==> config.mk <==
export PLATFORM = sky130hd
export DESIGN_NAME = mux_select_seq
export DESIGN_NICKNAME = d
export VERILOG_FILES = /design/src/rtl/mux_seq_pkg.sv /design/src/rtl/tmr_reg.sv /design/src/rtl/trig_pattern_det.sv /design/src/rtl/select_phase_gen.sv /design/src/rtl/mux_select_seq.sv
export SDC_FILE = /design/constraint.sdc
export NUM_CORES = 1
export LEC_CHECK = 0
export ABC_AREA = 1
export CAP_MARGIN = 5
export CORE_AREA = 4 4 41 43
export DETAILED_ROUTE_END_ITERATION = 6
export DIE_AREA = 0 0 45 47
export RECOVER_POWER = 50
export SLEW_MARGIN = 25
export SYNTH_ARGS = -nofsm -noshare
export SYNTH_HDL_FRONTEND = slang
export SYNTH_SLANG_ARGS = --single-unit
==> constraint.sdc <==
create_clock -name clk -period 0.9 [get_ports clk]
set_clock_uncertainty 0.15 [all_clocks]
set_input_delay 0.09 -clock clk [delete_from_list [all_inputs] [get_ports clk]]
set_output_delay 0.09 -clock clk [all_outputs]
set_load 0.01 [all_outputs]
==> src/rtl/mux_seq_pkg.sv <==
// Shared constants and helpers for the alternating source selector.
// Assumes a four-quarter select cycle with two quarters per source.
package mux_seq_pkg;
    localparam int PHASE_W   = 2;
    localparam int HIST_W    = 3;
    localparam logic [HIST_W-1:0]  ARM_PATTERN = 3'b101;
    // Count loaded on arming so source 1 is selected four edges after the first 1.
    localparam logic [PHASE_W-1:0] LOAD_COUNT  = 2'd1;

    // Quarter offset from the straps: mode low adds one, phase low adds two.
    function automatic logic [PHASE_W-1:0] strap_offset(input logic phase_pin,
                                                        input logic mode_pin);
        return {~phase_pin, ~mode_pin};
    endfunction
endpackage

==> src/rtl/tmr_reg.sv <==
// Triplicated register with 2-of-3 majority vote.
// Each copy reloads from the common next value, so a single upset copy is
// scrubbed at the next edge. Synchronous active-low reset to RST_VAL.
module tmr_reg #(
    parameter int W = 1,
    parameter logic [W-1:0] RST_VAL = '0
) (
    input  logic         clk,
    input  logic         rst_n,
    input  logic [W-1:0] d,
    output logic [W-1:0] q
);
    logic [W-1:0] q_a, q_b, q_c;

    // Copy A storage.
    always_ff @(posedge clk) begin
        if (!rst_n) q_a <= RST_VAL;
        else        q_a <= d;
    end

    // Copy B storage.
    always_ff @(posedge clk) begin
        if (!rst_n) q_b <= RST_VAL;
        else        q_b <= d;
    end

    // Copy C storage.
    always_ff @(posedge clk) begin
        if (!rst_n) q_c <= RST_VAL;
        else        q_c <= d;
    end

    // Bitwise majority of the three copies.
    always_comb q = (q_a & q_b) | (q_a & q_c) | (q_b & q_c);

    // voted value follows any two agreeing copies.
    always_comb begin
        if (q_a == q_b) p_vote_pair_r12: assert (q == q_a);
    end
endmodule

==> src/rtl/trig_pattern_det.sv <==
// Shifts the serial trigger into a triplicated history and flags when the
// last three samples form the arming pattern. Assumes trig is synchronous.
module trig_pattern_det
    import mux_seq_pkg::*;
(
    input  logic clk,
    input  logic rst_n,
    input  logic trig,
    output logic hit
);
    logic [HIST_W-1:0] hist_q, hist_d;

    // Next history: oldest sample drops off, newest enters at bit 0.
    always_comb hist_d = {hist_q[HIST_W-2:0], trig};

    tmr_reg #(.W(HIST_W), .RST_VAL('0)) u_hist (
        .clk(clk), .rst_n(rst_n), .d(hist_d), .q(hist_q)
    );

    // Pattern match on the stored samples.
    always_comb hit = (hist_q == ARM_PATTERN);

    // history shifts one sample per edge.
    p_hist_shift_r3: assert property (@(posedge clk) disable iff (!rst_n)
        $past(rst_n) |-> hist_q[HIST_W-1:1] == $past(hist_q[HIST_W-2:0]));
endmodule

==> src/rtl/select_phase_gen.sv <==
// Quarter-cycle counter with strap offset and select decode.
// On load the counter restarts at LOAD_COUNT and the straps are captured;
// otherwise an armed counter advances by one each clock. All state is TMR.
module select_phase_gen
    import mux_seq_pkg::*;
(
    input  logic clk,
    input  logic rst_n,
    input  logic load,
    input  logic phase,
    input  logic mode,
    output logic sel1,
    output logic sel2,
    output logic armed
);
    logic [PHASE_W-1:0] cnt_q, cnt_d, off_q, off_d, slot;
    logic [0:0]         arm_q, arm_d;

    // Next-state: restart on load, free-run when armed, else hold.
    always_comb begin
        cnt_d = cnt_q;
        off_d = off_q;
        arm_d = arm_q;
        if (load) begin
            cnt_d = LOAD_COUNT;
            off_d = strap_offset(phase, mode);
            arm_d = 1'b1;
        end else if (arm_q[0]) begin
            cnt_d = cnt_q + 1'b1;
        end
    end

    tmr_reg #(.W(PHASE_W), .RST_VAL('0)) u_cnt (
        .clk(clk), .rst_n(rst_n), .d(cnt_d), .q(cnt_q)
    );
    tmr_reg #(.W(PHASE_W), .RST_VAL('0)) u_off (
        .clk(clk), .rst_n(rst_n), .d(off_d), .q(off_q)
    );
    tmr_reg #(.W(1), .RST_VAL('0)) u_arm (
        .clk(clk), .rst_n(rst_n), .d(arm_d), .q(arm_q)
    );

    // Decode: upper half of the offset slot is source 1.
    always_comb begin
        slot  = cnt_q + off_q;
        armed = arm_q[0];
        sel1  = armed &  slot[PHASE_W-1];
        sel2  = armed & ~slot[PHASE_W-1];
    end

    // no select while unarmed.
    p_idle_low_r2: assert property (@(posedge clk) disable iff (!rst_n)
        !armed |-> (!sel1 && !sel2));
    // selects never overlap.
    p_exclusive_r5: assert property (@(posedge clk) disable iff (!rst_n)
        !(sel1 && sel2));
    // free-running count steps by one between loads.
    p_count_step_r5: assert property (@(posedge clk) disable iff (!rst_n)
        ($past(rst_n) && $past(armed) && !$past(load)) |->
            cnt_q == PHASE_W'($past(cnt_q) + 1'b1));
    // captured straps hold between loads.
    p_straps_held_r10: assert property (@(posedge clk) disable iff (!rst_n)
        ($past(rst_n) && !$past(load)) |-> $stable(off_q));
endmodule

==> src/rtl/mux_select_seq.sv <==
// Top of the alternating source selector: pattern detector arms the
// phase generator, which drives the two complementary selects.
// Assumes straps are static after arming and trig is clock-synchronous.
module mux_select_seq (
    input  logic clk,
    input  logic rst_n,
    input  logic trig,
    input  logic phase,
    input  logic mode,
    output logic s1,
    output logic s2,
    output logic armed
);
    logic hit;

    trig_pattern_det u_det (
        .clk(clk), .rst_n(rst_n), .trig(trig), .hit(hit)
    );

    select_phase_gen u_phase (
        .clk(clk), .rst_n(rst_n), .load(hit), .phase(phase), .mode(mode),
        .sel1(s1), .sel2(s2), .armed(armed)
    );

    // default straps give source 1 two edges after the load edge.
    p_latency_r4: assert property (@(posedge clk) disable iff (!rst_n)
        (hit && phase && mode) |=> ##1 (s1 && !s2));
    // a pattern hit leaves the block armed.
    p_arm_r3: assert property (@(posedge clk) disable iff (!rst_n)
        hit |=> armed);
endmodule

Yosys cells after proc, flatten, opt, wreduce, memory -nomap -nowiden
Cells that the tools add are included.
Widths: inputs -> output; s select.
- output and inout bits: 3
- flip-flop bits (word level): 8
- bits of input ports: 5
- logic and storage cells: 28
- muxes and demuxes: 4
- add/subtract/negate cells: 2
- equal/unequal tests: 1
- bitwise operators: 15
- reductions and logical operators: 1
- operators by type and width (cell ; count):
    $or 2x2->2 ; 4
    $or 3x3->3 ; 2
    $and 2x2->2 ; 2
    $mux 2 ; 2
    $not 1->1 ; 4
    $and 3x3->3 ; 1
    $eq 3x3->1 const B ; 1
    $add 2x1->2 const B ; 1
    $add 2x2->2 ; 1
    $and 1x1->1 ; 2
    $mux 1 ; 2
    $reduce_or 2->1 ; 1

Depth between registers and ports, before layout
- word-level depth: 6
- mapped depth: 5

Modules after synthesis
Synthesis repeated with hierarchy kept, for this count alone.
- cell total of the unflattened synthesis: 55
- area, all modules: 352.8 um^2
- by module, submodules not included (module ; times used ; area each (um^2) ; cells an instance):
    select_phase_gen ; 1 ; 122.6 ; 29
    tmr_reg at u_phase.u_cnt ... ; 2 ; 55.1 ; 6
    tmr_reg at u_det.u_hist ; 1 ; 82.6 ; 9
    tmr_reg at u_phase.u_arm ; 1 ; 27.5 ; 3
    trig_pattern_det ; 1 ; 10.0 ; 2

Worst setup path before layout
No wires, ideal clock.
- path kind: flip-flop to output port
- from: reg u_phase.u_cnt.q_c[0]
- to: out s1
- cell stages (with the launch flop): 5
- slack: -0.069 ns
- arrival: 0.729 ns
- path buffers: 0
- cells stage by stage: dfxtp_1 -> nand2_1 -> nand3_1 -> nand2_1 -> nor2_1
- longest elaborated chain between the ends: 5
- RTL lines (what ; RTL line ; RTL):
    start, declared ; tmr_reg.sv:13 ; logic [W-1:0] q_a, q_b, q_c;
    start signal, assigned ; tmr_reg.sv:29 ; if (!rst_n) q_c <= RST_VAL;
    start signal, assigned ; tmr_reg.sv:30 ; else q_c <= d;
    $and 2x2->2 (*) ; tmr_reg.sv:34 ; always_comb q = (q_a & q_b) | (q_a & q_c) | (q_b & q_c);
    $or 2x2->2 ; tmr_reg.sv:34 ;
    $or 2x2->2 (*) ; tmr_reg.sv:34 ;
    $add 2x2->2 (*) ; select_phase_gen.sv:45 ; slot = cnt_q + off_q;
    $and 1x1->1 (*) ; select_phase_gen.sv:47 ; sel1 = armed & slot[PHASE_W-1];
    end, declared ; mux_select_seq.sv:10 ; output logic s1,
Mark *: on every way between the ends. The rest lies on a longest branch, timed or not.

Worst setup path in the final report
Same ends and word-level chain as after synthesis.

==> results.ini <==
[logic_synthesis]
synth-seq-area-share_pct=46.72
ys_warn_count=0
syn_area_sq_um=342.8
synth_top_area_share_pct=46.72
ys_types=9
ys_seq_elements=8
synth_area_per_cell_sq_um=6.722
syn_inst=51
synthTopCellsByArea=dfxtp_1 47%, nand2_1 20%, inv_1 8.8%, nand3_1 7.3%, nor2_1 6.6%
syn_nets=56
yosysTopAreaCell=dfxtp_1

[detailed_routing]
wl_per_cell_um=9.691
drc=0
drtPass1Iterations=2
wl_um=785
viasPerCell=4.235
ant_nets=0
first_iter_violations=1
vias=343

[timing]
drv_slew=0
tightest_slew_ns=0.2378
rsz0062_at_grt=true
max_slew_margin_pct=84.10
post-route-min-period_ns=1.319
setup_viol=7
hold_violations=0
max_freq_ghz=0.7580
fin_crit_sh_pct=146.6
setup_slack_ns=-0.4193

[setup_path]
cp-start-kind=register
worstPathMaxFanout=3
required_ns=0.66
crit_start=u_phase.u_cnt.q_c[0]$_SDFF_PN0_
reg2reg_from=u_det.u_hist.q_c[0]$_SDFF_PN0_
crit_arrival_ns=1.08
critPathKind=register to output port
cp-end-kind=output port

[pwr]
pwr-share-comb_pct=7.8
p_leak_nw=0.2668
seqPwrFrac_pct=53.0
p_int_mw=0.5447
clkPwrFrac_pct=39.3
switching_power_mw=0.1516
switching_share_pct=21.77
ir_drop_mv=0.6842
powerDensity_mw_per_mm2=1197

[finish]
drive_gt1_share_pct=59.09
final_cells=81
final_cell_mix=10 x nand2_1, 6 x nand2_2, 6 x dfxtp_2
fillers=137
antenna_cells=0
syn2layout_area_growth_pct=69.71
fin_util_pct=44.71
fin_area_sq_um=581.8
nets=73
layout_commonest_cell=nand2_1

[grt]
grt_pass1_vias=288
grt_use_total_pct=7.845
grt_pass1_wl_mm=1.104
grt_max_degree=8
antenna_found_initial=0
grt.overflow.total=0

[die]
die_x_um=45
die_h_um=47
dieArea_sq_mm=0.002115
rows=13
core_area_sq_mm=0.001301
initial_core_util_pct=26.35
ios=8

[clocking]
clock_path_buffers=2
path_clk_slew_ns=0.05
worstSkewPairLatency_ns=0.25
cts_tree=done
cts.htree.levels=1
cts_buffers=3
cts_root_buffer=clkbuf_4
clock-sinks=8

[hold_path]
hold_start=trig
holdCritPathClass=input port to register

[placement]
placed_area_sq_um=467.9
dp_hpwl_um=468.4
placed_cells=76
gp_congestion=0.6679
portBuffers=7

[run]
drv_cap=0

[run_status]
violations=negative setup slack
outcome=finished with violations

per-stage QoR:
stage | setup TNS, ns | hold slack, ns | power (mW) | setup slack (ns)
finish | -1.156 | 0.2031 | 0.6963 | -0.4193
global route | -1.610 | 0.2199 | 0.7317 | -0.4893
CTS | -1.248 | 0.1981 | 0.7043 | -0.4144
detailed placement | -2.777 | 0.2835 | 0.4213 | -0.5497
global placement | -2.672 | 0.2838 | 0.4206 | -0.5291
floorplan | -0.02497 | 0.03342 | 0.3938 | -0.02323
worst paths after layout:
kind	endpoint	slack [ns]	cells past startpoint
max	s1	-0.42	6
min	u_det.u_hist.q_c[0]$_SDFF_PN0_	0.20	3
max reg2reg	u_phase.u_off.q_c[0]$_SDFFE_PN0N_	-0.04	5
min reg2reg	u_det.u_hist.q_c[2]$_SDFF_PN0_	0.31	2
routing by layer:
metal | GRT usage (%) | share of wire [%] | vias to the layer above
met5 | 0 | 0 | -
met4 | 7.018 | 3.2 | 0
met3 | 4.598 | 6.2 | 4
met2 | 11.02 | 51 | 8
met1 | 8.257 | 40 | 145
li1 | - | - | 186
cells by family (layout without fill, tap and decap cells):
logic type | after synthesis | in the layout | synth area share (%)
AND/OR/NAND/NOR | 31 | 31 | 37.59
flip-flops | 8 | 8 | 46.71
buffers and inverters | 8 | 23 | 8.759
AO/OA/AOI/OAI | 3 | 3 | 4.378
XOR/XNOR | 1 | 1 | 2.555
registers in the layout (all words and copies together) (netlist names):
register           count
u_det.u_hist.q_c       3
u_phase.u_arm.q_c      1
u_phase.u_off.q_c      2
u_phase.u_cnt.q_c      2
critical path: stages, from the launching register on:
cell     delay [ns]
dfxtp_2        0.38
nand2_4        0.07
inv_2          0.07
nand3_2        0.07
nand2_2        0.08
nor2_2         0.03
buf_2          0.13
layout make-up:
| class | instances | area (sq um) | share of cell area, % |
|---|---|---|---|
| Multi-Input combinational cell | 35 | 224.0 | 38.49 |
| Sequential cell | 8 | 175.2 | 30.11 |
| Timing Repair Buffer | 12 | 106.4 | 18.28 |
| Inverter | 8 | 35.03 | 6.022 |
| Clock buffer | 3 | 22.52 | 3.871 |
| Tap cell | 15 | 18.77 | 3.226 |
what timing repair did:
action                                  CTS  global route
resized for setup                        17            22
endpoints found under the setup margin    7             8
hold buffers                              0             0
buffers inserted                          2             2
pin swaps                                 4             6
synthesized netlist by cell type (all sizes together):
| cell type | count |
|---|---|
| dfxtp | 8 |
| nand3b | 1 |
| xnor2 | 1 |
| inv | 8 |
| nand2 | 18 |
| nand3 | 5 |
| nor2 | 7 |
| a21oi | 3 |
power groups by stage:
stage,Combinational [mW],Sequential [mW],Clock (mW)
finish,0.0542,0.369,0.273
global route,0.0596,0.370,0.303
CTS,0.0474,0.370,0.287
detailed placement,0.0438,0.378,0
global placement,0.0431,0.377,0
floorplan,0.0167,0.377,0
No activity file was read; power rests on OpenSTA's default activity.
